### src/rtl/svc_pkg.sv
package svc_pkg;
    localparam int DATA_W = 8;
    localparam int STD_W  = 8;
    localparam int EXT_W  = 8;
    localparam int ADDR_W = 3;
    localparam int RQS_BIT = 6;

    typedef enum logic [ADDR_W-1:0] {
        A_STB_QUERY = 3'd0,
        A_SPOLL     = 3'd1,
        A_SRE       = 3'd2,
        A_STD_EVT   = 3'd3,
        A_STD_EN    = 3'd4,
        A_EXT_EVT   = 3'd5,
        A_EXT_EN    = 3'd6,
        A_NONE      = 3'd7
    } reg_addr_e;

    typedef struct packed {
        logic spare7;
        logic req;      // bit 6: RQS or MSS depending on read path
        logic esb;      // bit 5
        logic mav;      // bit 4
        logic ees;      // bit 3
        logic eav;      // bit 2
        logic spare1;
        logic spare0;
    } stb_t;

    function automatic stb_t build_stb(logic esb, logic mav, logic ees,
                                       logic eav, logic req);
        stb_t s;
        s = '0;
        s.esb = esb;
        s.mav = mav;
        s.ees = ees;
        s.eav = eav;
        s.req = req;
        return s;
    endfunction

    // enable bit 6 never contributes to the master summary
    function automatic logic [DATA_W-1:0] sre_effective(logic [DATA_W-1:0] sre);
        logic [DATA_W-1:0] m;
        m = sre;
        m[RQS_BIT] = 1'b0;
        return m;
    endfunction
endpackage

### src/rtl/svc_evt_group.sv
module svc_evt_group #(
    parameter int W = 8
) (
    input  logic         clk,
    input  logic         rst,
    input  logic [W-1:0] set_pulse,
    input  logic         clr,
    input  logic         en_wr,
    input  logic [W-1:0] en_wdata,
    output logic [W-1:0] evt_q,
    output logic [W-1:0] en_q,
    output logic         summary
);
    always_ff @(posedge clk) begin
        if (rst) begin
            evt_q <= '0;
            en_q  <= '0;
        end else begin
            // a pulse in the clearing cycle survives
            evt_q <= (clr ? '0 : evt_q) | set_pulse;
            if (en_wr) en_q <= en_wdata;
        end
    end

    assign summary = |(evt_q & en_q);

    // flags are sticky while not cleared
    p_evt_sticky_r11: assert property (@(posedge clk) disable iff (rst)
        !clr |=> ((evt_q & $past(evt_q)) == $past(evt_q)));

    // every pulse is captured, clear or not
    p_evt_capture_r12: assert property (@(posedge clk) disable iff (rst)
        (|set_pulse) |=> ((evt_q & $past(set_pulse)) == $past(set_pulse)));
endmodule

### src/rtl/svc_req_gen.sv
module svc_req_gen
    import svc_pkg::*;
(
    input  logic              clk,
    input  logic              rst,
    input  logic [DATA_W-1:0] stb_bits,
    input  logic [DATA_W-1:0] sre,
    input  logic              spoll,
    output logic              mss,
    output logic              rqs
);
    logic mss_q;

    assign mss = |(stb_bits & sre_effective(sre));

    always_ff @(posedge clk) begin
        if (rst) begin
            mss_q <= 1'b0;
            rqs   <= 1'b0;
        end else begin
            mss_q <= mss;
            rqs   <= mss && (!mss_q || (rqs && !spoll));
        end
    end

    // a rising summary arms the request
    p_rqs_rise_r6: assert property (@(posedge clk) disable iff (rst)
        (mss && !mss_q) |=> rqs);

    // a low summary drops the request
    p_rqs_drop_r8: assert property (@(posedge clk) disable iff (rst)
        !mss |=> !rqs);

    // a poll without a fresh rise consumes the request
    p_poll_clear_r7: assert property (@(posedge clk) disable iff (rst)
        (spoll && mss_q) |=> !rqs);
endmodule

### src/rtl/status_svc_unit.sv
module status_svc_unit
    import svc_pkg::*;
(
    input  logic              clk,
    input  logic              rst,
    input  logic              wr_en,
    input  logic              rd_en,
    input  logic [ADDR_W-1:0] addr,
    input  logic [DATA_W-1:0] wr_data,
    output logic              rd_valid,
    output logic [DATA_W-1:0] rd_data,
    input  logic [STD_W-1:0]  std_evt_pulse,
    input  logic [EXT_W-1:0]  ext_evt_pulse,
    input  logic              err_q_not_empty,
    input  logic              out_q_not_empty,
    output logic              srq
);
    reg_addr_e        a;
    logic [STD_W-1:0] std_evt, std_en;
    logic [EXT_W-1:0] ext_evt, ext_en;
    logic             esb, ees, mss, rqs;
    logic [DATA_W-1:0] sre_q;
    stb_t             stb_base;
    logic             rd_std_evt, rd_ext_evt, rd_poll;

    assign a          = reg_addr_e'(addr);
    assign rd_std_evt = rd_en && (a == A_STD_EVT);
    assign rd_ext_evt = rd_en && (a == A_EXT_EVT);
    assign rd_poll    = rd_en && (a == A_SPOLL);

    svc_evt_group #(.W(STD_W)) u_std (
        .clk(clk), .rst(rst), .set_pulse(std_evt_pulse), .clr(rd_std_evt),
        .en_wr(wr_en && (a == A_STD_EN)), .en_wdata(wr_data[STD_W-1:0]),
        .evt_q(std_evt), .en_q(std_en), .summary(esb));

    svc_evt_group #(.W(EXT_W)) u_ext (
        .clk(clk), .rst(rst), .set_pulse(ext_evt_pulse), .clr(rd_ext_evt),
        .en_wr(wr_en && (a == A_EXT_EN)), .en_wdata(wr_data[EXT_W-1:0]),
        .evt_q(ext_evt), .en_q(ext_en), .summary(ees));

    always_ff @(posedge clk) begin
        if (rst) sre_q <= '0;
        else if (wr_en && (a == A_SRE)) sre_q <= wr_data;
    end

    assign stb_base = build_stb(esb, out_q_not_empty, ees, err_q_not_empty, 1'b0);

    svc_req_gen u_req (
        .clk(clk), .rst(rst), .stb_bits(stb_base), .sre(sre_q),
        .spoll(rd_poll), .mss(mss), .rqs(rqs));

    assign srq = rqs;

    always_ff @(posedge clk) begin
        if (rst) begin
            rd_valid <= 1'b0;
            rd_data  <= '0;
        end else begin
            rd_valid <= rd_en;
            if (rd_en) begin
                unique case (a)
                    A_STB_QUERY: rd_data <= build_stb(esb, out_q_not_empty, ees, err_q_not_empty, mss);
                    A_SPOLL:     rd_data <= build_stb(esb, out_q_not_empty, ees, err_q_not_empty, rqs);
                    A_SRE:       rd_data <= sre_q;
                    A_STD_EVT:   rd_data <= DATA_W'(std_evt);
                    A_STD_EN:    rd_data <= DATA_W'(std_en);
                    A_EXT_EVT:   rd_data <= DATA_W'(ext_evt);
                    A_EXT_EN:    rd_data <= DATA_W'(ext_en);
                    default:     rd_data <= '0;
                endcase
            end
        end
    end

    // a status query leaves a pending request in place
    p_query_keeps_r10: assert property (@(posedge clk) disable iff (rst)
        (rd_en && (a == A_STB_QUERY) && rqs && mss) |=> srq);

    // unused status positions stay zero on status reads
    p_spare_zero_r1: assert property (@(posedge clk) disable iff (rst)
        (rd_en && ((a == A_STB_QUERY) || (a == A_SPOLL)))
            |=> (rd_data[7] == 1'b0 && rd_data[1:0] == 2'b00));
endmodule

### config.mk
export PLATFORM = sky130hd
export DESIGN_NAME = status_svc_unit
export DESIGN_NICKNAME = d
export VERILOG_FILES = /design/src/rtl/svc_pkg.sv /design/src/rtl/svc_evt_group.sv /design/src/rtl/svc_req_gen.sv /design/src/rtl/status_svc_unit.sv
export SDC_FILE = /design/constraint.sdc
export NUM_CORES = 1
export LEC_CHECK = 0
export BUFFER_PORTS_ARGS = -buffer_cell sky130_fd_sc_hd__buf_2
export CAP_MARGIN = 20
export CELL_PAD_IN_SITES_DETAIL_PLACEMENT = 2
export CELL_PAD_IN_SITES_GLOBAL_PLACEMENT = 2
export CORE_ASPECT_RATIO = 1.2
export CORE_UTILIZATION = 30
export DETAILED_ROUTE_END_ITERATION = 12
export GPL_TIMING_DRIVEN = 0
export PLACE_DENSITY = 0.77
export SYNTH_ARGS = -nofsm -noshare
export SYNTH_HDL_FRONTEND = slang
export SYNTH_HIERARCHICAL = 1
export SYNTH_SLANG_ARGS = --single-unit
### constraint.sdc
create_clock -name clk -period 2.2 [get_ports clk]
set_input_delay 0.44 -clock clk [delete_from_list [all_inputs] [get_ports clk]]
set_output_delay 0.44 -clock clk [all_outputs]
set_load 0.005 [all_outputs]
After elaboration in Yosys (flattened, before gate mapping)
Cells that the tools add are included.
{ "totals": {"mem_bits_ro": 0, "inputBits": 33, "register_bits": 51, "ramBits": 0, "memories": 0, "word_cells": 38, "out_inout_bits": 10, "latchBits": 0} }
{ "classes": {"mul": 0, "n_mux": 3, "n_addsub": 0, "shifts": 0, "eq_ne": 6, "n_lt_le_gt_ge": 0, "bitwise": 5, "reduce_logical": 15, "div_mod_pow": 0} }
{ "ops": {"columns": ["op", "n"], "rows": [
  ["$pmux 8 s7", 1],
  ["$reduce_or 8->1", 3],
  ["$and 8x8->8", 2],
  ["$mux 8", 2],
  ["$or 8x8->8", 2],
  ["$eq 3x3->1 const B", 3],
  ["$and 6x8->8", 1],
  ["$logic_and 1x1->1", 8],
  ["$eq 3x2->1 const B", 2],
  ["$eq 3x1->1 const B", 1],
  ["$logic_not 3->1", 1],
  ["$logic_not 1->1", 2],
  ["$logic_or 1x1->1", 1]
]} }

Depth between registers and ports, before layout
{ "logic_depth": {"depth_word": 6, "ltp_mapped": 8, "depth_no_buf": 8} }

Cells and area by module
Netlist, hierarchy kept.
{ "by_module_without_submodules": {"columns": ["mod", "seq_area_each_um2", "area_per_inst_um2", "instances", "cells_per_inst"], "rows": [
  ["svc_evt_group", 320.3, 621.8, 2, 64],
  ["status_svc_unit", 340.3, 1092.3, 1, 123],
  ["svc_req_gen", 40.0, 93.8, 1, 10]
]} }

Worst setup path after synthesis
No wires, ideal clock.
{ "synth_path": {"path_type": "register to register", "start": "register u_std.evt_q[3]", "end": "register rd_data[6]", "path_buffers": 0, "synth_period_minus_slack_ns": 1.544, "path_slack_ns": 0.656, "required_time_ns": 2.082, "setup_ns": 0.118, "arrival_ns": 1.425, "path_stages_with_launch": 9, "cell_sequence": "dfxtp_1 a22oi_1 nand4_1 a222oi_1 and3_2 inv_1 mux2i_1 o311a_1 o21ai_1"} }
{ "synth_via": {"elab_chain_len": 5} }
{ "synth_lines": {"columns": ["element", "line_no", "rtl"], "rows": [
  ["start, declared", "svc_evt_group.sv:10", "output logic [W-1:0] evt_q,"],
  ["start signal, assigned", "svc_evt_group.sv:20", "evt_q <= (clr ? '0 : evt_q) | set_pulse;"],
  ["$and 8x8->8", "svc_evt_group.sv:25", "assign summary = |(evt_q & en_q);"],
  ["$reduce_or 8->1", "svc_evt_group.sv:25", null],
  ["via esb", "status_svc_unit.sv:21", "logic esb, ees, mss, rqs;"],
  ["$and 6x8->8", "svc_req_gen.sv:14", "assign mss = |(stb_bits & sre_effective(sre));"],
  ["$reduce_or 8->1", "svc_req_gen.sv:14", null],
  ["via mss", "status_svc_unit.sv:21", null],
  ["$pmux 8 s7", "status_svc_unit.sv:61", "unique case (a)"],
  ["end signal, assigned", "status_svc_unit.sv:62", "A_STB_QUERY: rd_data <= build_stb(esb, out_q_not_empty, ees, err_q_not_empty, mss);"],
  ["end signal, assigned", "status_svc_unit.sv:63", "A_SPOLL: rd_data <= build_stb(esb, out_q_not_empty, ees, err_q_not_empty, rqs);"],
  ["end signal, assigned", "status_svc_unit.sv:64", "A_SRE: rd_data <= sre_q;"],
  ["end, declared", "status_svc_unit.sv:11", "output logic [DATA_W-1:0] rd_data,"]
]} }
The timed path passes the listed nets, and every way through them passes these cells.
A chain may end at the register's enable or synchronous reset.

Final worst setup path
Ends and elaborated chain as after synthesis.

==> results by group <==
Floorplan
  • # rows: 35
  • Starting density of the core: 0.313
  • Overall die area: 0.00846 mm2
  • Chip width: 84.2 um
  • DIE HEIGHT: 101 um
  • IO Pins: 43
  • Core area: 0.00775 mm2

Routing
  • Vias/cell: 5.09
  • Routed WL per cell: 17.5 um
  • Post-route ant nets: 0
  • 1st-pass router iterations: 8
  • Final wirelength: 7090 um
  • 1st-iter DRT viols: 96
  • # DRC: 13
  • Via count: 2057

Worst hold path
  • Hold Path End: u_std/evt_q[7]$_SDFF_PP0_
  • Hold depth: 3
  • Hold Crit Class: primary input to register
  • Hold Crit Start: std_evt_pulse[7]

Setup path
  • FF-to-FF End: rd_data[6]$_SDFFE_PP0P_
  • R2R setup slack: 0.38 ns
  • Setup CP Type: register to register
  • Reg-to-reg critical path startpoint: u_std/evt_q[3]$_SDFF_PP0_
  • CP Launch Type: register
  • Crit-path max FO: 3
  • R2R depth: 8
  • WP data required: 2.41 ns
  • Worst setup EP type: register
  • Arrival time worst endpoint: 2.03 ns

Clock network
  • Setup bufs post-CTS: 0
  • Post-CTS Hold Fix Bufs: 0
  • H-tree lvl count: 2
  • Root Buffer: clkbuf_8
  • Worst skew pair latency: 0.31 ns
  • Clock slew at reported path FFs: 0.10 ns
  • PostCTS Resize Cnt: 0
  • TritonCTS clock tree: built
  • Cts bufs inserted: 5
  • Clock Path Buffers: 2
  • # clock sinks: 51

Layout
  • Number of diodes: 0
  • Most frequent cells in the layout: dfxtp_1 (51), buf_2 (44), nor2_1 (36)
  • Most common cell after layout, fill and taps aside: dfxtp_1
  • # fillers: 872
  • Area growth, synth to finish: 17.6%
  • Non-Filler Instances: 404
  • Nets: 344
  • Layout cells sized above 1: 0.244

Placed design
  • Inst Count DP: 396
  • GPL Wtd Cong: 0.858
  • Setup WS pre-CTS: 0.337 ns
  • PortBufs: 41
  • DP HPWL: 5560 um

Power and ir drop
  • PwrDens: 639 mW/mm2
  • Pleak: 0.00117 uW
  • Max VDD drop: 0.287 mV

Global route
  • Remaining Overflow, GRT: 0
  • Total GRT Usage: 0.175
  • Vias in the first global route: 2140
  • Pin count of the biggest net entering global routing: 17
  • Initial antenna violation count: 0
  • Global-route wire length before repair: 11300 um

Synthesis
  • Post-synthesis sequential area ratio: 0.420
  • Post-synth EDFFs: 0
  • Yosys warns: 6
  • Mean Syn Cell Area: 9.31 um2
  • Post-synthesis register bit count: 51
  • Commonest register cell after synthesis: dfxtp_1
  • Syn Inst Count: 261
  • Mapped cell area: 0.00243 mm2
  • Post-synthesis cell type count: 40
  • Ys async rst share: 0

STA
  • Final WS setup: 0.383 ns
  • Period utilization: 0.826
  • # setup viols final: 0
  • Setup TNS: 0 ns
  • Final hold violation count: 0
  • Unrepaired setup endpoints after global routing: no
  • Setup Skew: 0.0113 ns
  • Worst slew pin tran: 0.530 ns
  • Fmax: 550 MHz
  • Fin crit period: 1.82 ns
  • Pins Over Slew Limit: 0
  • Slew headroom: 0.647

Job
  • Maxcap violations: 0

Run status
  • Status: finished, violations left
  • Violated checks: design-rule violations
synth_stat cells, types with 4 or more instances:
| master | n | share of area |
|---|---|---|
| dfxtp_1 | 51 | 0.42 |
| nor2_1 | 36 | 0.056 |
| mux2i_1 | 28 | 0.12 |
| nand2b_1 | 20 | 0.051 |
| inv_1 | 17 | 0.026 |
| a21oi_1 | 14 | 0.029 |
| a22oi_1 | 10 | 0.031 |
| nand2_1 | 8 | 0.012 |
| buf_6 | 7 | 0.032 |
| nor2b_1 | 6 | 0.015 |
| o21ai_1 | 5 | 0.010 |
| a21oi_2 | 4 | 0.014 |
| a222oi_1 | 4 | 0.016 |
| a31oi_1 | 4 | 0.010 |
| nand3_1 | 4 | 0.0082 |
metal layers:
layer | vias up | wire, um | GRT usage
met5 | - | 0 | 0
met4 | 0 | 69 | 0.0398
met3 | 7 | 181 | 0.0221
met2 | 38 | 3550 | 0.317
met1 | 1004 | 3290 | 0.222
li1 | 1008 | - | -
flip-flops by register name, indices dropped and copies added, names as in the netlist:
register and cells:
sre_q 8, u_std/en_q 8, u_std/evt_q 8, u_ext/evt_q 8, u_ext/en_q 8, u_req/rqs 1
u_req/mss_q 1, rd_valid 1, rd_data 8
cell families after synthesis:
logic type | synth area share
multiplexers | 0.145
buffers and inverters | 0.0803
AND/OR/NAND/NOR | 0.172
flip-flops | 0.420
AO/OA/AOI/OAI | 0.181
other | 0.00154
worst max-delay path, cell delays in order, from the launching register on:
cell	delay, ns
dfxtp_1	0.36
a22oi_1	0.22
nand4_1	0.13
a222oi_1	0.33
and3_2	0.28
inv_1	0.05
mux2i_1	0.11
o311a_1	0.17
o21ai_1	0.06
final cells by class:
type | instances | area [um2] | area share
multi-input cells | 178 | 1220 | 0.428
flip-flops and latches | 51 | 1020 | 0.357
repair buffers | 41 | 205 | 0.0718
plain buffers | 17 | 131 | 0.0460
well taps | 92 | 115 | 0.0403
clock buffers | 6 | 82.6 | 0.0289
inverters | 17 | 63.8 | 0.0223
clock inverters | 2 | 16.3 | 0.00569
where the power goes:
group	internal, uW	switching, uW	total [uW]
sequential	963	32.7	995
clock	258	332	589
combinational	106	134	240
total	1330	498	1820
stage by stage:
step	cell area, um2	hold WS, ns	utilization	power [uW]
after detailed placement	2760	0.403	0.356	1260
after CTS	2860	0.343	0.369	1850
final	2860	0.345	0.369	1820
after global routing	2860	0.356	0.369	1910
after floorplan	2440	0.385	-	1160
after global placement	2760	0.402	0.356	1250
how the worst max path moves through the flow:
stage | slack (ns) | start | end
after global placement | 0.37 | u_std/evt_q[6]$_SDFF_PP0_ | rd_data[6]$_SDFFE_PP0P_
after global routing | 0.23 | u_std/en_q[5]$_SDFFE_PP0P_ | rd_data[6]$_SDFFE_PP0P_
final | 0.38 | u_std/evt_q[3]$_SDFF_PP0_ | rd_data[6]$_SDFFE_PP0P_
after CTS | 0.40 | u_std/evt_q[3]$_SDFF_PP0_ | rd_data[6]$_SDFFE_PP0P_
after floorplan | 0.66 | u_std/evt_q[3]$_SDFF_PP0_ | rd_data[6]$_SDFFE_PP0P_
after detailed placement | 0.34 | addr[2] | u_ext/en_q[0]$_SDFFE_PP0P_
Note: power is estimated with default switching activity, not from simulation.
